<file path="src/rtl/ctl_ep_pkg.sv">
package ctl_ep_pkg;
  // receive sequencer: idle, taking a setup, taking OUT data, discarding refused OUT data
  typedef enum logic [1:0] {
    ST_IDLE  = 2'd0,
    ST_SETUP = 2'd1,
    ST_TAKE  = 2'd2,
    ST_DROP  = 2'd3
  } rx_state_e;
endpackage

</file>
<file path="src/rtl/ep_rst_sync.sv">
module ep_rst_sync #(
  parameter int STAGES = 2
) (
  input  logic clk_i,
  input  logic rst_ni,
  output logic rst_no
);
  logic [STAGES-1:0] sync_q;
  logic [STAGES-1:0] sync_d;

  always_comb begin
    sync_d = {sync_q[STAGES-2:0], 1'b1};
  end

  always_ff @(posedge clk_i or negedge rst_ni) begin
    if (!rst_ni) sync_q <= '0;
    else         sync_q <= sync_d;
  end

  assign rst_no = sync_q[STAGES-1];
endmodule

</file>
<file path="src/rtl/ep_rx_ctrl.sv">
module ep_rx_ctrl
  import ctl_ep_pkg::*;
(
  input  logic clk_i,
  input  logic rst_ni,
  input  logic tok_setup_i,
  input  logic tok_out_i,
  input  logic rx_vld_i,
  input  logic rx_end_i,
  input  logic crc_ok_i,
  input  logic setup_flag_i,
  input  logic out_flag_i,
  output logic restart_o,
  output logic wr_o,
  output logic commit_setup_o,
  output logic commit_out_o,
  output logic hs_ack_o,
  output logic hs_nak_o
);
  rx_state_e st_q, st_d;
  logic      ack_q, ack_d, nak_q, nak_d;
  logic      good_end;
  logic      busy;

  assign good_end = rx_end_i && crc_ok_i;
  assign busy     = setup_flag_i || out_flag_i;

  always_comb begin
    st_d = st_q;
    if (tok_setup_i)      st_d = ST_SETUP;
    else if (tok_out_i)   st_d = busy ? ST_DROP : ST_TAKE;
    else if (rx_end_i)    st_d = ST_IDLE;
  end

  always_comb begin
    commit_setup_o = good_end && (st_q == ST_SETUP);
    commit_out_o   = good_end && (st_q == ST_TAKE);
    ack_d          = commit_setup_o || commit_out_o;
    nak_d          = good_end && (st_q == ST_DROP);
    restart_o      = tok_setup_i || tok_out_i;
    wr_o           = rx_vld_i && ((st_q == ST_SETUP) || (st_q == ST_TAKE));
  end

  always_ff @(posedge clk_i or negedge rst_ni) begin
    if (!rst_ni) begin
      st_q  <= ST_IDLE;
      ack_q <= 1'b0;
      nak_q <= 1'b0;
    end else begin
      st_q  <= st_d;
      ack_q <= ack_d;
      nak_q <= nak_d;
    end
  end

  assign hs_ack_o = ack_q;
  assign hs_nak_o = nak_q;

  // a handshake only ever follows a good end-of-packet strobe
  p_hs_after_end_r9: assert property (@(posedge clk_i) disable iff (!rst_ni)
    (hs_ack_o || hs_nak_o) |-> $past(rx_end_i && crc_ok_i));
  // bad CRC is answered with silence
  p_badcrc_silent_r7: assert property (@(posedge clk_i) disable iff (!rst_ni)
    (rx_end_i && !crc_ok_i) |=> (!hs_ack_o && !hs_nak_o));
  // an OUT token while firmware owns a payload leads to the discard state
  p_busy_drop_r2: assert property (@(posedge clk_i) disable iff (!rst_ni)
    (tok_out_i && !tok_setup_i && (setup_flag_i || out_flag_i)) |=> (st_q == ST_DROP));
endmodule

</file>
<file path="src/rtl/ep_fifo.sv">
module ep_fifo #(
  parameter int DEPTH = 8,
  parameter int DW    = 8
) (
  input  logic                         clk_i,
  input  logic                         rst_ni,
  input  logic                         restart_i,
  input  logic                         wr_i,
  input  logic [DW-1:0]                wr_data_i,
  input  logic                         commit_i,
  input  logic                         rd_i,
  output logic [DW-1:0]                rd_data_o,
  output logic [$clog2(DEPTH+1)-1:0]   cnt_o
);
  localparam int AW = $clog2(DEPTH);
  localparam int CW = $clog2(DEPTH+1);

  logic [DW-1:0] stage_q [DEPTH];
  logic [DW-1:0] stage_d [DEPTH];
  logic [DW-1:0] mem_q   [DEPTH];
  logic [DW-1:0] mem_d   [DEPTH];
  logic [CW-1:0] widx_q, widx_d;
  logic [CW-1:0] cnt_q, cnt_d;
  logic [AW-1:0] rptr_q, rptr_d;
  logic          full;
  logic          wr_en;

  assign full  = (widx_q == CW'(DEPTH));
  assign wr_en = wr_i && !full;

  for (genvar g = 0; g < DEPTH; g++) begin : g_entry
    always_comb begin
      stage_d[g] = (wr_en && (widx_q == CW'(g))) ? wr_data_i : stage_q[g];
      mem_d[g]   = commit_i ? stage_q[g] : mem_q[g];
    end

    always_ff @(posedge clk_i or negedge rst_ni) begin
      if (!rst_ni) begin
        stage_q[g] <= '0;
        mem_q[g]   <= '0;
      end else begin
        stage_q[g] <= stage_d[g];
        mem_q[g]   <= mem_d[g];
      end
    end

    // the visible buffer moves only on a commit
    p_mem_hold_r7: assert property (@(posedge clk_i) disable iff (!rst_ni)
      !commit_i |=> $stable(mem_q[g]));
  end

  always_comb begin
    widx_d = widx_q;
    if (restart_i)  widx_d = '0;
    else if (wr_en) widx_d = widx_q + 1'b1;

    cnt_d = commit_i ? widx_q : cnt_q;

    rptr_d = rptr_q;
    if (commit_i)  rptr_d = '0;
    else if (rd_i) rptr_d = (rptr_q == AW'(DEPTH-1)) ? '0 : rptr_q + 1'b1;
  end

  always_ff @(posedge clk_i or negedge rst_ni) begin
    if (!rst_ni) begin
      widx_q <= '0;
      cnt_q  <= '0;
      rptr_q <= '0;
    end else begin
      widx_q <= widx_d;
      cnt_q  <= cnt_d;
      rptr_q <= rptr_d;
    end
  end

  assign rd_data_o = mem_q[rptr_q];
  assign cnt_o     = cnt_q;

  // the count never exceeds the buffer depth
  p_cnt_max_r10: assert property (@(posedge clk_i) disable iff (!rst_ni)
    cnt_q <= CW'(DEPTH));
  // the count moves only on a commit
  p_cnt_hold_r7: assert property (@(posedge clk_i) disable iff (!rst_ni)
    !commit_i |=> $stable(cnt_q));
endmodule

</file>
<file path="src/rtl/ep_flags.sv">
module ep_flags (
  input  logic clk_i,
  input  logic rst_ni,
  input  logic set_setup_i,
  input  logic set_out_i,
  input  logic clr_setup_i,
  input  logic clr_out_i,
  output logic setup_o,
  output logic out_o,
  output logic irq_o
);
  logic setup_q, setup_d;
  logic out_q, out_d;

  always_comb begin
    setup_d = set_setup_i || (setup_q && !clr_setup_i);
    out_d   = set_out_i   || (out_q   && !clr_out_i);
  end

  always_ff @(posedge clk_i or negedge rst_ni) begin
    if (!rst_ni) begin
      setup_q <= 1'b0;
      out_q   <= 1'b0;
    end else begin
      setup_q <= setup_d;
      out_q   <= out_d;
    end
  end

  assign setup_o = setup_q;
  assign out_o   = out_q;
  assign irq_o   = setup_q || out_q;

  // flags fall only on a firmware clear
  p_setup_fw_clr_r5: assert property (@(posedge clk_i) disable iff (!rst_ni)
    $fell(setup_q) |-> $past(clr_setup_i));
  p_out_fw_clr_r5: assert property (@(posedge clk_i) disable iff (!rst_ni)
    $fell(out_q) |-> $past(clr_out_i));
  // a hardware set wins over a same-cycle clear
  p_set_wins_r5: assert property (@(posedge clk_i) disable iff (!rst_ni)
    set_setup_i |=> setup_q);
  // the interrupt drops only after a firmware clear
  p_irq_drop_r6: assert property (@(posedge clk_i) disable iff (!rst_ni)
    $fell(irq_o) |-> $past(clr_setup_i || clr_out_i));
endmodule

</file>
<file path="src/rtl/ctl_ep_rx.sv">
module ctl_ep_rx #(
  parameter int DEPTH       = 8,
  parameter int DW          = 8,
  parameter int SYNC_STAGES = 2,
  localparam int CW         = $clog2(DEPTH+1)
) (
  input  logic          clk_i,
  input  logic          rst_ni,
  input  logic          tok_setup_i,
  input  logic          tok_out_i,
  input  logic          rx_vld_i,
  input  logic [DW-1:0] rx_data_i,
  input  logic          rx_end_i,
  input  logic          rx_crc_ok_i,
  output logic          hs_ack_o,
  output logic          hs_nak_o,
  input  logic          fw_clr_setup_i,
  input  logic          fw_clr_out_i,
  input  logic          fw_rd_i,
  output logic [DW-1:0] fw_rd_data_o,
  output logic          stat_setup_o,
  output logic          stat_out_o,
  output logic [CW-1:0] stat_cnt_o,
  output logic          irq_o
);
  logic rst_n;
  logic restart, wr, commit_setup, commit_out;

  ep_rst_sync #(.STAGES(SYNC_STAGES)) u_rst (
    .clk_i  (clk_i),
    .rst_ni (rst_ni),
    .rst_no (rst_n)
  );

  ep_rx_ctrl u_ctrl (
    .clk_i          (clk_i),
    .rst_ni         (rst_n),
    .tok_setup_i    (tok_setup_i),
    .tok_out_i      (tok_out_i),
    .rx_vld_i       (rx_vld_i),
    .rx_end_i       (rx_end_i),
    .crc_ok_i       (rx_crc_ok_i),
    .setup_flag_i   (stat_setup_o),
    .out_flag_i     (stat_out_o),
    .restart_o      (restart),
    .wr_o           (wr),
    .commit_setup_o (commit_setup),
    .commit_out_o   (commit_out),
    .hs_ack_o       (hs_ack_o),
    .hs_nak_o       (hs_nak_o)
  );

  ep_fifo #(.DEPTH(DEPTH), .DW(DW)) u_fifo (
    .clk_i     (clk_i),
    .rst_ni    (rst_n),
    .restart_i (restart),
    .wr_i      (wr),
    .wr_data_i (rx_data_i),
    .commit_i  (commit_setup || commit_out),
    .rd_i      (fw_rd_i),
    .rd_data_o (fw_rd_data_o),
    .cnt_o     (stat_cnt_o)
  );

  ep_flags u_flags (
    .clk_i       (clk_i),
    .rst_ni      (rst_n),
    .set_setup_i (commit_setup),
    .set_out_i   (commit_out),
    .clr_setup_i (fw_clr_setup_i),
    .clr_out_i   (fw_clr_out_i),
    .setup_o     (stat_setup_o),
    .out_o       (stat_out_o),
    .irq_o       (irq_o)
  );

  // the OUT-data flag rises together with an ACK
  p_out_ack_r4: assert property (@(posedge clk_i) disable iff (!rst_n)
    $rose(stat_out_o) |-> hs_ack_o);
  // the setup flag rises together with an ACK
  p_setup_ack_r1: assert property (@(posedge clk_i) disable iff (!rst_n)
    $rose(stat_setup_o) |-> hs_ack_o);
  // ACK and NAK are mutually exclusive
  p_hs_excl_r9: assert property (@(posedge clk_i) disable iff (!rst_n)
    !(hs_ack_o && hs_nak_o));
endmodule

</file>
<file path="config.mk">
export PLATFORM = sky130hd
export DESIGN_NAME = ctl_ep_rx
export DESIGN_NICKNAME = d
export VERILOG_FILES = /design/src/rtl/ctl_ep_pkg.sv /design/src/rtl/ep_rst_sync.sv /design/src/rtl/ep_rx_ctrl.sv /design/src/rtl/ep_fifo.sv /design/src/rtl/ep_flags.sv /design/src/rtl/ctl_ep_rx.sv
export SDC_FILE = /design/constraint.sdc
export NUM_CORES = 1
export LEC_CHECK = 0
export ABC_CLOCK_PERIOD_IN_PS = 6900
export CELL_PAD_IN_SITES_DETAIL_PLACEMENT = 0
export CELL_PAD_IN_SITES_GLOBAL_PLACEMENT = 1
export CORE_MARGIN = 2
export CORE_UTILIZATION = 44
export CTS_CLUSTER_DIAMETER = 40
export DETAILED_ROUTE_END_ITERATION = 8
export PLACE_DENSITY = 0.83
export SYNTH_ARGS = -nofsm -noshare
export SYNTH_HDL_FRONTEND = slang
export SYNTH_SLANG_ARGS = --single-unit
</file>
<file path="constraint.sdc">
create_clock -name clk_i -period 6.9 [get_ports clk_i]
set_clock_uncertainty 0.05 [all_clocks]
set_input_delay 0.69 -clock clk_i [delete_from_list [all_inputs] [get_ports clk_i]]
set_output_delay 0.69 -clock clk_i [all_outputs]
set_load 0.05 [all_outputs]
</file>
==> metrics.txt, run 1 <==
# TYPE chip_impl_metric gauge
chip_impl_metric{name="place.gp.congestion",unit=""} 0.7786
chip_impl_metric{name="fp.dieW",unit="um"} 122.3
chip_impl_metric{name="number_of_nets_at_the_end_of_the_flow",unit=""} 586
chip_impl_info{name="rsz0062_at_grt",value="no"} 1
chip_impl_metric{name="wire_length_of_the_first_global_routing_pass",unit="um"} 20400
chip_impl_metric{name="first_global_vias",unit=""} 3995
chip_impl_metric{name="arrival_time_of_data_at_the_critical_path_endpoint",unit="ns"} 3.15
chip_impl_metric{name="portBuffers",unit=""} 34
chip_impl_metric{name="timing_worst_slew_pin_value",unit="ns"} 1.255
chip_impl_metric{name="starting_density_of_the_core",unit="%"} 44.72
chip_impl_metric{name="ctsHoldBuffers",unit=""} 0
chip_impl_info{name="postSynth.topFlopCell",value="sky130_fd_sc_hd__dfrtp_1"} 1
chip_impl_metric{name="final_ant_viol_nets",unit=""} 0
chip_impl_metric{name="synth.avg_cell_area",unit="um2"} 11.71
chip_impl_metric{name="gr-total-overflow",unit=""} 0
chip_impl_metric{name="cap_viol_max_count",unit=""} 0
chip_impl_metric{name="grt.total_usage",unit="%"} 18.21
chip_impl_metric{name="maximum_number_of_pins_on_one_net_before_global_route_repair",unit=""} 76
chip_impl_metric{name="synthesis.nets",unit=""} 553
chip_impl_info{name="cts.root.buffer_cell",value="sky130_fd_sc_hd__clkbuf_16"} 1
chip_impl_metric{name="fin_hold_ws",unit="ns"} 0.2965
chip_impl_metric{name="required_time_reported_for_the_critical_path_endpoint",unit="ns"} 6.16
chip_impl_info{name="worst_setup_path_startpoint",value="u_fifo.rptr_q[1]"} 1
chip_impl_metric{name="worst_slew_margin_rel",unit="%"} 16.23
chip_impl_metric{name="h_tree_depth",unit=""} 4
chip_impl_metric{name="leakage",unit="nW"} 3.689
chip_impl_metric{name="cp.depth",unit=""} 3
chip_impl_metric{name="max_clock_freq",unit="MHz"} 257.4
chip_impl_metric{name="postCtsSetupRepairBufs",unit=""} 0
chip_impl_metric{name="ctsLongestPathBuffers",unit=""} 2
chip_impl_metric{name="report.final.hold_viol_count",unit=""} 0
chip_impl_info{name="crit-reg2reg-capture",value="u_fifo.stage_q[49]"} 1
chip_impl_metric{name="core.rowCount",unit=""} 43
chip_impl_metric{name="antenna_found_initial",unit=""} 0
chip_impl_metric{name="period_share",unit="%"} 56.31
chip_impl_metric{name="r2r_cells",unit=""} 5
chip_impl_info{name="crit_chain",value="mux4_2 > mux2_2 > clkdlybuf4s50_1"} 1
chip_impl_metric{name="routed-via-count",unit=""} 3902
chip_impl_metric{name="drive_above_1_share",unit="%"} 21.68
chip_impl_metric{name="worst_case_setup_margin_in_the_final_layout",unit="ns"} 3.015
chip_impl_metric{name="powerDensity",unit="mW/mm2"} 339.4
chip_impl_info{name="worst_hold_path_type",value="reg2reg"} 1
chip_impl_metric{name="antenna_cells_inserted",unit=""} 0
chip_impl_info{name="regToRegStartpoint",value="u_ctrl.st_q[0]"} 1
chip_impl_metric{name="tritoncts.num_buffers",unit=""} 17
chip_impl_metric{name="area_of_the_core",unit="mm2"} 0.01377
chip_impl_metric{name="maximum_vdd_drop",unit="uV"} 185.1
chip_impl_metric{name="synth_edf_count",unit=""} 0
chip_impl_metric{name="cts_resized",unit=""} 0
chip_impl_metric{name="postSynthRegisterBits",unit=""} 147
chip_impl_metric{name="totalWireLength",unit="um"} 12450
chip_impl_metric{name="synthesis.area",unit="mm2"} 0.006160
chip_impl_metric{name="setup_total_negative_slack",unit="ns"} 0
chip_impl_metric{name="floorplan.die_area",unit="mm2"} 0.01496
chip_impl_metric{name="worst_setup_hold_path_clk_slew",unit="ns"} 0.06
chip_impl_metric{name="drt-wirelength-per-cell",unit="um"} 16.55
chip_impl_metric{name="io_pins",unit=""} 35
chip_impl_metric{name="post_dp_cell_area",unit="mm2"} 0.006645
chip_impl_info{name="run_status",value="finished, final reports clean"} 1
chip_impl_metric{name="clock_sinks",unit=""} 147
chip_impl_metric{name="pre_cts_ws",unit="ns"} 3.433
chip_impl_metric{name="drt_pre_antenna_iters",unit=""} 4
chip_impl_metric{name="number_of_drc_markers_in_iteration_0",unit=""} 477
chip_impl_metric{name="gate_count_after_technology_mapping",unit=""} 526
chip_impl_metric{name="synth_cell_types",unit=""} 33
chip_impl_metric{name="crit_path_max_fanout",unit=""} 18
chip_impl_metric{name="finalCoreUtilization",unit="%"} 52.97
chip_impl_info{name="worstSetupPathType",value="reg2out"} 1
chip_impl_metric{name="dpl.hpwl",unit="um"} 7292
chip_impl_metric{name="final-max-slew-violation-count",unit=""} 0
chip_impl_metric{name="r2r_setup_slack",unit="ns"} 4.40
chip_impl_info{name="cts_tree",value="built"} 1
chip_impl_metric{name="remaining_drc_errors",unit=""} 0
chip_impl_metric{name="synth_seq_area_share",unit="%"} 59.72
chip_impl_metric{name="worst_path_max_stage_delay",unit="ns"} 1.09
chip_impl_metric{name="setup_viol",unit=""} 0
chip_impl_info{name="worst_path_top_cell_family_by_delay",value="flip-flops"} 1
chip_impl_metric{name="clock_insertion_delay_worst_skew",unit="ns"} 0.42
chip_impl_metric{name="die_h",unit="um"} 122.3
chip_impl_info{name="crit_path_capture",value="fw_rd_data_o[6]"} 1
chip_impl_metric{name="async_reset_ff_share",unit="%"} 100.0
chip_impl_metric{name="post-route-min-period",unit="ns"} 3.885
chip_impl_info{name="setup.worst_path.start_class",value="flip-flop"} 1
chip_impl_metric{name="finish.instance_area",unit="mm2"} 0.007296
chip_impl_metric{name="cp_num_buf_inv",unit=""} 1
chip_impl_info{name="timing.critical_path.slowest_stage_cell",value="sky130_fd_sc_hd__dfrtp_1"} 1
chip_impl_metric{name="flow.area_growth_from_synthesis",unit="%"} 18.44
chip_impl_metric{name="yosysWarningCount",unit=""} 0
chip_impl_info{name="crit_path_end_kind",value="output pin"} 1
chip_impl_metric{name="vias_per_cell",unit=""} 5.189
per-layer routing:
metal / wire length, um / vias to the layer above / share of wire, % / GRT usage, %
met2: 5945 / 105 / 48 / 28.72
li1: - / 1822 / - / -
met1: 5581 / 1955 / 45 / 24.07
met5: 0 / - / 0 / 0
met4: 204 / 0 / 1.6 / 6.394
met3: 716 / 20 / 5.8 / 5.483
logic make-up after synthesis:
family | count (synthesis) | synth area share, %
adder cells (fa/ha/maj) | 9 | 1.828
other | 1 | 0.06088
flip-flops | 147 | 59.72
AO/OA/AOI/OAI | 17 | 1.584
AND/OR/NAND/NOR | 231 | 15.32
multiplexers | 90 | 19.34
buffers and inverters | 31 | 2.153
registers in the layout, indices dropped and copies added (netlist names):
name,cells
u_flags.setup_o,1
u_ctrl.st_q,2
u_flags.out_o,1
u_fifo.widx_q,4
u_fifo.mem_q,64
u_ctrl.hs_ack_o,1
u_fifo.cnt_o,4
u_fifo.stage_q,64
u_rst.sync_q,2
u_fifo.rptr_q,3
u_ctrl.hs_nak_o,1
how the worst min path moves through the flow:
stage                    startpoint               to  slack (ns)  cells past startpoint
floorplan           u_rst.sync_q[0]  u_rst.sync_q[1]        0.28                      0
global placement    u_rst.sync_q[0]  u_rst.sync_q[1]        0.29                      0
detailed placement  u_rst.sync_q[0]  u_rst.sync_q[1]        0.29                      0
CTS                 u_rst.sync_q[0]  u_rst.sync_q[1]        0.30                      0
global route        u_rst.sync_q[0]  u_rst.sync_q[1]        0.30                      0
finish              u_rst.sync_q[0]  u_rst.sync_q[1]        0.30                      0
where the power goes:
group | internal (mW) | leakage, nW | switching, mW
Sequential | 0.944 | 1.99 | 0.114
Clock | 0.666 | 0.326 | 0.339
Combinational | 0.206 | 1.38 | 0.207
Total | 1.82 | 3.69 | 0.661
layout by cell type (no fill, tap or decap):
master,netlist,final
sky130_fd_sc_hd__nand2_1,208,208
sky130_fd_sc_hd__dfrtp_1,147,146
sky130_fd_sc_hd__mux2_2,70,70
sky130_fd_sc_hd__clkdlybuf4s50_1,0,34
sky130_fd_sc_hd__clkbuf_16,0,17
sky130_fd_sc_hd__mux4_2,16,16
sky130_fd_sc_hd__ha_1,9,9
sky130_fd_sc_hd__inv_1,8,8
sky130_fd_sc_hd__o21ai_0,7,7
sky130_fd_sc_hd__a21oi_1,6,6
sky130_fd_sc_hd__nor2_1,6,6
sky130_fd_sc_hd__clkinv_2,0,6
sky130_fd_sc_hd__bufinv_16,0,5
sky130_fd_sc_hd__nand3_1,4,4
sky130_fd_sc_hd__clkbuf_8,0,3
sky130_fd_sc_hd__o211ai_1,2,2
sky130_fd_sc_hd__nand2b_1,2,2
sky130_fd_sc_hd__mux2i_1,2,2
sky130_fd_sc_hd__or3_1,2,2
sky130_fd_sc_hd__mux2_1,2,2
sky130_fd_sc_hd__buf_4,1,2
sky130_fd_sc_hd__inv_2,1,1
sky130_fd_sc_hd__and3_1,1,1
sky130_fd_sc_hd__nor4b_2,1,1
sky130_fd_sc_hd__nand3b_1,1,1
sky130_fd_sc_hd__nor4b_4,1,1
sky130_fd_sc_hd__a221o_1,1,1
sky130_fd_sc_hd__and4bb_1,1,1
sky130_fd_sc_hd__nor2b_1,1,1
sky130_fd_sc_hd__nand4b_1,1,1
sky130_fd_sc_hd__or2_2,1,1
sky130_fd_sc_hd__and3b_1,1,1
sky130_fd_sc_hd__o31ai_1,1,1
sky130_fd_sc_hd__clkbuf_1,14,1
sky130_fd_sc_hd__conb_1,1,1
sky130_fd_sc_hd__dfrtp_4,0,1
metrics by stage:
stage	power [mW]	std cells
2_1_floorplan	1.357	526
3_3_place_gp	1.473	720
3_5_place_dp	1.491	720
4_1_cts	2.501	752
5_1_grt	2.578	752
6_report	2.476	752
cells in the mapped netlist, types with 2 or more instances:
cell	n	share of area (%)
sky130_fd_sc_hd__ha_1	9	1.8
sky130_fd_sc_hd__mux2i_1	2	0.33
sky130_fd_sc_hd__o211ai_1	2	0.24
sky130_fd_sc_hd__mux2_1	2	0.37
sky130_fd_sc_hd__clkbuf_1	14	0.85
sky130_fd_sc_hd__nor2_1	6	0.37
sky130_fd_sc_hd__o21ai_0	7	0.57
sky130_fd_sc_hd__mux2_2	70	13
sky130_fd_sc_hd__buf_2	4	0.33
sky130_fd_sc_hd__inv_1	8	0.49
sky130_fd_sc_hd__or3_1	2	0.20
sky130_fd_sc_hd__mux4_2	16	5.9
sky130_fd_sc_hd__nand2b_1	2	0.20
sky130_fd_sc_hd__a21oi_1	6	0.49
sky130_fd_sc_hd__dfrtp_1	147	60
sky130_fd_sc_hd__nand3_1	4	0.33
sky130_fd_sc_hd__buf_1	2	0.12
sky130_fd_sc_hd__nand2_1	208	13
area by class of cell:
cell class,count,area [um2]
Clock buffer,21,470.5
Clock inverter,11,180.2
Fill cell,1199,6477
Inverter,9,33.78
Multi-Input combinational cell,348,2349
Sequential cell,147,3682
Tap cell,180,225.2
Timing Repair Buffer,36,355.3
Note: power is estimated with default switching activity, not from simulation.
==> run 2, diff against run 1 <==
Settings changed: ABC_CLOCK_PERIOD_IN_PS 6900 to 3200, CORE_UTILIZATION 44 to 43, PLACE_DENSITY 0.83 to 0.85.
Clock period 6.9 ns to 3.2 ns, I/O delays scaled along.
==> run 2 against run 1 <==
Critical path depth is 1 higher. Hold slack worse by 0.050 ns. Global-route usage is essentially flat. Count of clock-buffer cells in the layout decreased by 2. Clock power grew 120%. Setup slack lost 2.8 ns. Largest cell class unchanged.
==> metrics.txt, run 2 (synthesis results as in run 1) <==
# TYPE chip_impl_metric gauge
chip_impl_metric{name="cts_resized",unit=""} 0
chip_impl_metric{name="grt.total_usage",unit="%"} 18.22
chip_impl_metric{name="ctsHoldBuffers",unit=""} 1
chip_impl_metric{name="worst_setup_hold_path_clk_slew",unit="ns"} 0.06
chip_impl_metric{name="setup_total_negative_slack",unit="ns"} 0
chip_impl_metric{name="dpl.hpwl",unit="um"} 7784
chip_impl_metric{name="period_share",unit="%"} 94.32
chip_impl_metric{name="r2r_setup_slack",unit="ns"} 0.80
chip_impl_metric{name="p_int",unit="mW"} 3.920
chip_impl_info{name="rsz0062_at_grt",value="no"} 1
chip_impl_metric{name="clock_insertion_delay_worst_skew",unit="ns"} 0.42
chip_impl_metric{name="max_clock_freq",unit="MHz"} 331.3
chip_impl_metric{name="place.gp.congestion",unit=""} 0.8011
chip_impl_info{name="cts.root.buffer_cell",value="sky130_fd_sc_hd__clkbuf_16"} 1
chip_impl_metric{name="required_time_reported_for_the_critical_path_endpoint",unit="ns"} 2.83
chip_impl_metric{name="timing_worst_slew_pin_value",unit="ns"} 0.7158
chip_impl_metric{name="maximum_number_of_pins_on_one_net_before_global_route_repair",unit=""} 93
chip_impl_info{name="most_common_cell_after_layout_fill_and_taps_aside",value="sky130_fd_sc_hd__nand2_1"} 1
chip_impl_metric{name="flow.area_growth_from_synthesis",unit="%"} 19.89
chip_impl_info{name="most-common-layout-cells",value="sky130_fd_sc_hd__nand2_1 (208), sky130_fd_sc_hd__dfrtp_1 (146), sky130_fd_sc_hd__mux2_2 (70), sky130_fd_sc_hd__clkdlybuf4s50_1 (34), sky130_fd_sc_hd__clkbuf_16 (17)"} 1
chip_impl_metric{name="portBuffers",unit=""} 34
chip_impl_metric{name="core.rowCount",unit=""} 43
chip_impl_metric{name="powerDensity",unit="mW/mm2"} 727.9
chip_impl_metric{name="ctsLongestPathBuffers",unit=""} 2
chip_impl_metric{name="drt-wirelength-per-cell",unit="um"} 16.55
chip_impl_metric{name="detail_route.wirelength.met1",unit="um"} 5682
chip_impl_metric{name="totalWireLength",unit="um"} 12560
chip_impl_metric{name="layout.cells.non_filler",unit=""} 759
chip_impl_info{name="run_status",value="finished, final reports clean"} 1
chip_impl_metric{name="arrival_time_of_data_at_the_critical_path_endpoint",unit="ns"} 2.65
chip_impl_metric{name="maximum_vdd_drop",unit="uV"} 404.2
chip_impl_metric{name="final_ant_viol_nets",unit=""} 0
chip_impl_metric{name="crit_path_max_fanout",unit=""} 10
chip_impl_metric{name="dr_wl_met2",unit="um"} 6170
chip_impl_info{name="routed.top_layer",value="met4"} 1
chip_impl_metric{name="clock_sinks",unit=""} 147
chip_impl_metric{name="starting_density_of_the_core",unit="%"} 44.20
chip_impl_metric{name="drt_pre_antenna_iters",unit=""} 6
chip_impl_metric{name="wire_length_of_the_first_global_routing_pass",unit="um"} 20500
chip_impl_metric{name="antenna_cells_inserted",unit=""} 0
chip_impl_metric{name="gr-total-overflow",unit=""} 0
chip_impl_metric{name="p_sw_share",unit="%"} 27.07
chip_impl_metric{name="fin_hold_ws",unit="ns"} 0.2468
chip_impl_info{name="crit-reg2reg-capture",value="u_fifo.stage_q[55]"} 1
chip_impl_metric{name="power.combinational.fraction",unit="%"} 18.6
chip_impl_metric{name="tritoncts.num_buffers",unit=""} 17
chip_impl_metric{name="wl_met3",unit="um"} 535
chip_impl_metric{name="leakage",unit="nW"} 3.722
chip_impl_metric{name="power.share.sequential",unit="%"} 40.9
chip_impl_metric{name="net-switching-power",unit="mW"} 1.455
chip_impl_metric{name="r2r_cells",unit=""} 5
chip_impl_info{name="cts_tree",value="built"} 1
chip_impl_metric{name="floorplan.die_area",unit="mm2"} 0.01530
chip_impl_metric{name="fp.dieW",unit="um"} 123.7
chip_impl_metric{name="remaining_drc_errors",unit=""} 0
chip_impl_info{name="crit_path_end_kind",value="output pin"} 1
chip_impl_metric{name="post-route-min-period",unit="ns"} 3.018
chip_impl_metric{name="final-max-slew-violation-count",unit=""} 0
chip_impl_info{name="regToRegStartpoint",value="u_ctrl.st_q[0]"} 1
chip_impl_metric{name="area_of_the_core",unit="mm2"} 0.01393
chip_impl_metric{name="power.share.clock",unit="%"} 40.5
chip_impl_metric{name="report.final.hold_viol_count",unit=""} 0
chip_impl_metric{name="number_of_drc_markers_in_iteration_0",unit=""} 327
chip_impl_info{name="worstSetupPathType",value="reg2out"} 1
chip_impl_metric{name="die_h",unit="um"} 123.7
chip_impl_info{name="worst_hold_path_type",value="reg2async"} 1
chip_impl_metric{name="vias_per_cell",unit=""} 5.115
chip_impl_metric{name="drive_above_1_share",unit="%"} 22.63
chip_impl_info{name="setup.worst_path.start_class",value="flip-flop"} 1
chip_impl_metric{name="io_pins",unit=""} 35
chip_impl_metric{name="number_of_nets_at_the_end_of_the_flow",unit=""} 593
chip_impl_metric{name="numPlacedInstances",unit=""} 726
chip_impl_info{name="reg_top3",value="u_fifo.mem_q (64), u_fifo.stage_q (64)"} 1
chip_impl_metric{name="postCtsSetupRepairBufs",unit=""} 0
chip_impl_metric{name="antenna_found_initial",unit=""} 0
chip_impl_metric{name="h_tree_depth",unit=""} 4
chip_impl_metric{name="cap_viol_max_count",unit=""} 0
chip_impl_metric{name="worst_slew_margin_rel",unit="%"} 52.08
chip_impl_metric{name="first_global_vias",unit=""} 3945
chip_impl_metric{name="setup_viol",unit=""} 0
chip_impl_metric{name="routed-via-count",unit=""} 3882
## run 2: worst max-delay path: stages (launching register included)
cell and delay, ns:
sky130_fd_sc_hd__dfrtp_1 0.64, sky130_fd_sc_hd__buf_4 0.30, sky130_fd_sc_hd__mux4_2 0.31, sky130_fd_sc_hd__mux2_2 0.28, sky130_fd_sc_hd__clkdlybuf4s50_1 0.70
## run 2: per-layer routing
layer	vias to the layer above	global-route usage, %
met5	-	0
met4	0	6.392
met3	15	5.311
met2	73	28.81
met1	1966	24.12
li1	1828	-
## run 2: layout make-up
| class | instances | area (um2) |
|---|---|---|
| fill | 1192 | 6550 |
| sequential | 147 | 3682 |
| multi-input combinational | 348 | 2349 |
| clock buffer | 19 | 452.9 |
| timing repair buffer | 43 | 435.4 |
| tap | 180 | 225.2 |
| clock inverter | 13 | 206.4 |
| inverter | 9 | 33.78 |
## run 2: power groups by stage
| stage | clock [mW] | sequential (mW) | combinational [mW] |
|---|---|---|---|
| 6_report | 2.18 | 2.20 | 0.998 |
| 5_1_grt | 2.31 | 2.22 | 1.07 |
| 4_1_cts | 2.22 | 2.20 | 1.02 |
| 3_5_place_dp | 0 | 2.23 | 1.01 |
| 3_3_place_gp | 0 | 2.22 | 0.986 |
| 2_1_floorplan | 0 | 2.17 | 0.754 |
## run 2: how the worst max path moves through the flow
stage | from | to | slack [ns] | depth (start not counted)
3_5_place_dp | u_fifo.rptr_q[1] | fw_rd_data_o[6] | 0.61 | 4
5_1_grt | u_fifo.rptr_q[1] | fw_rd_data_o[6] | 0.08 | 4
3_3_place_gp | u_fifo.rptr_q[2] | fw_rd_data_o[4] | 0.64 | 4
6_report | u_fifo.rptr_q[2] | fw_rd_data_o[2] | 0.18 | 4
2_1_floorplan | u_rst.sync_q[1] | u_ctrl.hs_ack_o | 0.71 | 0
4_1_cts | u_fifo.rptr_q[1] | fw_rd_data_o[6] | 0.15 | 4
## run 2: stage by stage
step	util [%]	setup slack, ns	instance area (um2)	power [mW]
final	52.99	0.1817	7385	5.375
after global routing	52.99	0.08292	7385	5.604
after CTS	52.99	0.1509	7385	5.431
after detailed placement	48.19	0.6112	6715	3.234
after global placement	48.19	0.6398	6715	3.203
after floorplan	-	0.7112	6161	2.927
==> run 3, diff against run 2 <==
Settings changed: CORE_UTILIZATION 43 to 44, DONT_BUFFER_PORTS set to 1, PLACE_DENSITY 0.85 to 0.79.
==> run 3 against run 2 <==
Sequential power barely moved. Final cell count decreased by 2.6%. First-iteration DRC count increased by 20%. Die area down 2.2%. Maximum frequency up 17%. Wire length rose by 2.0%. Register-to-register slack better by 0.07 ns. Critical path type unchanged. Highest routed layer unchanged.
==> metrics.txt, run 3 (synthesis results as in run 1) <==
# TYPE chip_impl_metric gauge
chip_impl_info{name="run_status",value="finished, final reports clean"} 1
chip_impl_metric{name="drive_above_1_share",unit="%"} 22.36
chip_impl_info{name="rsz0062_at_grt",value="no"} 1
chip_impl_metric{name="layout.cells.non_filler",unit=""} 739
chip_impl_metric{name="totalWireLength",unit="um"} 12820
chip_impl_metric{name="report.final.hold_viol_count",unit=""} 0
chip_impl_metric{name="fp.dieW",unit="um"} 122.3
chip_impl_metric{name="crit_path_max_fanout",unit=""} 11
chip_impl_metric{name="max_clock_freq",unit="MHz"} 387.2
chip_impl_metric{name="antenna_found_initial",unit=""} 0
chip_impl_metric{name="p_sw_share",unit="%"} 28.21
chip_impl_metric{name="worst_slew_margin_rel",unit="%"} 40.23
chip_impl_metric{name="numPlacedInstances",unit=""} 691
chip_impl_metric{name="first_global_vias",unit=""} 4051
chip_impl_metric{name="io_pins",unit=""} 35
chip_impl_metric{name="final-max-slew-violation-count",unit=""} 0
chip_impl_metric{name="maximum_number_of_pins_on_one_net_before_global_route_repair",unit=""} 71
chip_impl_info{name="setup.worst_path.start_class",value="flip-flop"} 1
chip_impl_metric{name="vias_per_cell",unit=""} 5.244
chip_impl_info{name="most-common-layout-cells",value="sky130_fd_sc_hd__nand2_1 (208), sky130_fd_sc_hd__dfrtp_1 (146), sky130_fd_sc_hd__mux2_2 (70), sky130_fd_sc_hd__clkbuf_16 (17), sky130_fd_sc_hd__dlygate4sd3_1 (17)"} 1
chip_impl_metric{name="post-route-min-period",unit="ns"} 2.582
chip_impl_metric{name="dpl.hpwl",unit="um"} 7614
chip_impl_metric{name="cts_resized",unit=""} 0
chip_impl_metric{name="leakage",unit="nW"} 3.627
chip_impl_metric{name="power.share.sequential",unit="%"} 44.5
chip_impl_metric{name="power.combinational.fraction",unit="%"} 17.6
chip_impl_metric{name="portBuffers",unit=""} 0
chip_impl_info{name="cts.root.buffer_cell",value="sky130_fd_sc_hd__clkbuf_16"} 1
chip_impl_metric{name="worst_path_max_stage_delay",unit="ns"} 0.70
chip_impl_metric{name="antenna_cells_inserted",unit=""} 0
chip_impl_metric{name="r2r_cells",unit=""} 5
chip_impl_metric{name="h_tree_depth",unit=""} 4
chip_impl_info{name="crit_path_end_kind",value="output pin"} 1
chip_impl_metric{name="ctsLongestPathBuffers",unit=""} 2
chip_impl_metric{name="floorplan.die_area",unit="mm2"} 0.01496
chip_impl_metric{name="die_h",unit="um"} 122.3
chip_impl_metric{name="grt.total_usage",unit="%"} 18.89
chip_impl_metric{name="timing_worst_slew_pin_value",unit="ns"} 0.8966
chip_impl_metric{name="wire_length_of_the_first_global_routing_pass",unit="um"} 21050
chip_impl_metric{name="maximum_vdd_drop",unit="uV"} 401.7
chip_impl_metric{name="flow.area_growth_from_synthesis",unit="%"} 15.36
chip_impl_metric{name="power.share.clock",unit="%"} 37.9
chip_impl_metric{name="drt_pre_antenna_iters",unit=""} 4
chip_impl_metric{name="routed-via-count",unit=""} 3875
chip_impl_metric{name="setup_total_negative_slack",unit="ns"} 0
chip_impl_metric{name="area_of_the_core",unit="mm2"} 0.01377
chip_impl_info{name="cts_tree",value="built"} 1
chip_impl_metric{name="min_delay_path_depth",unit=""} 1
chip_impl_metric{name="p_int",unit="mW"} 3.587
chip_impl_info{name="timing.critical_path.slowest_stage_cell",value="sky130_fd_sc_hd__dfrtp_1"} 1
chip_impl_info{name="most_common_cell_after_layout_fill_and_taps_aside",value="sky130_fd_sc_hd__nand2_1"} 1
chip_impl_metric{name="period_share",unit="%"} 80.70
chip_impl_info{name="reg_top3",value="u_fifo.mem_q (64), u_fifo.stage_q (64)"} 1
chip_impl_metric{name="starting_density_of_the_core",unit="%"} 44.72
chip_impl_metric{name="required_time_reported_for_the_critical_path_endpoint",unit="ns"} 2.83
chip_impl_metric{name="number_of_nets_at_the_end_of_the_flow",unit=""} 574
chip_impl_metric{name="core.rowCount",unit=""} 43
chip_impl_metric{name="net-switching-power",unit="mW"} 1.409
chip_impl_metric{name="final_ant_viol_nets",unit=""} 0
chip_impl_metric{name="powerDensity",unit="mW/mm2"} 703.2
chip_impl_metric{name="place.gp.congestion",unit=""} 0.7320
chip_impl_info{name="worstSetupPathType",value="reg2out"} 1
chip_impl_metric{name="drt-wirelength-per-cell",unit="um"} 17.34
chip_impl_metric{name="cap_viol_max_count",unit=""} 0
chip_impl_info{name="worst_hold_path_type",value="in2reg"} 1
chip_impl_metric{name="worst_setup_hold_path_clk_slew",unit="ns"} 0.06
chip_impl_metric{name="clock_insertion_delay_worst_skew",unit="ns"} 0.42
chip_impl_metric{name="number_of_drc_markers_in_iteration_0",unit=""} 394
chip_impl_metric{name="arrival_time_of_data_at_the_critical_path_endpoint",unit="ns"} 2.21
chip_impl_metric{name="clock_sinks",unit=""} 147
chip_impl_metric{name="remaining_drc_errors",unit=""} 0
chip_impl_info{name="crit_chain",value="buf_4 > mux4_2 > mux2_2"} 1
chip_impl_metric{name="gr-total-overflow",unit=""} 0
chip_impl_metric{name="tritoncts.num_buffers",unit=""} 17
chip_impl_metric{name="setup_viol",unit=""} 0
## run 3: cell count changes in the layout (fill, tap and decap cells not counted)
cell,delta
sky130_fd_sc_hd__clkdlybuf4s50_1,-34
sky130_fd_sc_hd__dlygate4sd3_1,+16
sky130_fd_sc_hd__bufinv_16,-4
sky130_fd_sc_hd__clkbuf_1,+4
sky130_fd_sc_hd__clkbuf_8,+4
sky130_fd_sc_hd__clkinv_4,-3
sky130_fd_sc_hd__clkinvlp_4,-2
sky130_fd_sc_hd__buf_4,-1
## run 3: per-layer routing
layer	track usage, %	wire length, um
met5	0	0
met2	30.17	6257
met3	4.507	599
met1	25.11	5752
met4	7.256	206
## run 3: final cells by class
cell class / instances / area, um2
fillers: 1233 / 6668
flip-flops and latches: 147 / 3682
multi-input cells: 348 / 2349
clock buffers: 27 / 523.0
repair buffers: 24 / 247.7
well taps: 180 / 225.2
clock inverters: 4 / 45.04
inverters: 9 / 33.78
## run 3: final timing paths
path / start / endpoint / slack [ns]
max in group asynchronous: u_rst.sync_q[1] / u_fifo.mem_q[59] / 1.90
hold reg to reg: u_rst.sync_q[0] / u_rst.sync_q[1] / 0.30
setup / recovery: u_fifo.rptr_q[2] / fw_rd_data_o[6] / 0.62
hold / removal: rx_data_i[6] / u_fifo.stage_q[22] / 0.02
min in group asynchronous: rst_ni / u_rst.sync_q[1] / 0.09
setup reg to reg: u_ctrl.st_q[0] / u_fifo.stage_q[52] / 0.87
## run 3: worst max-delay path: cells and delay by family (launching register included)
kind	cells	cell delay, ns
buffers and inverters	1	0.34
DFF	1	0.70
muxes	2	0.74
## run 3: what timing repair did
item	CTS	global route
hold buffers	17	0
endpoints found under the hold margin	69	0
setup buffers	0	0
setup endpoints to repair	0	0
## run 3: metrics by stage
stage / hold slack (ns) / area [um2] / setup WS, ns / total power, mW / utilization [%]
2_1_floorplan: -0.02559 / 6161 / 0.7112 / 2.927 / -
3_3_place_gp: -0.02554 / 6367 / 0.9452 / 3.082 / 46.23
3_5_place_dp: -0.02555 / 6367 / 0.8506 / 3.120 / 46.23
4_1_cts: 0.0007502 / 7106 / 0.5775 / 5.057 / 51.59
5_1_grt: 0.002489 / 7106 / 0.5714 / 5.194 / 51.59
6_report: 0.01860 / 7106 / 0.6175 / 4.996 / 51.59
## run 3: power by group through the flow
stage               Sequential, mW  Clock [mW]  Combinational, mW
floorplan                     2.17           0              0.754
global placement              2.24           0              0.841
detailed placement            2.25           0              0.865
CTS                           2.22        1.93              0.901
global route                  2.25        2.00              0.949
finish                        2.22        1.90              0.879
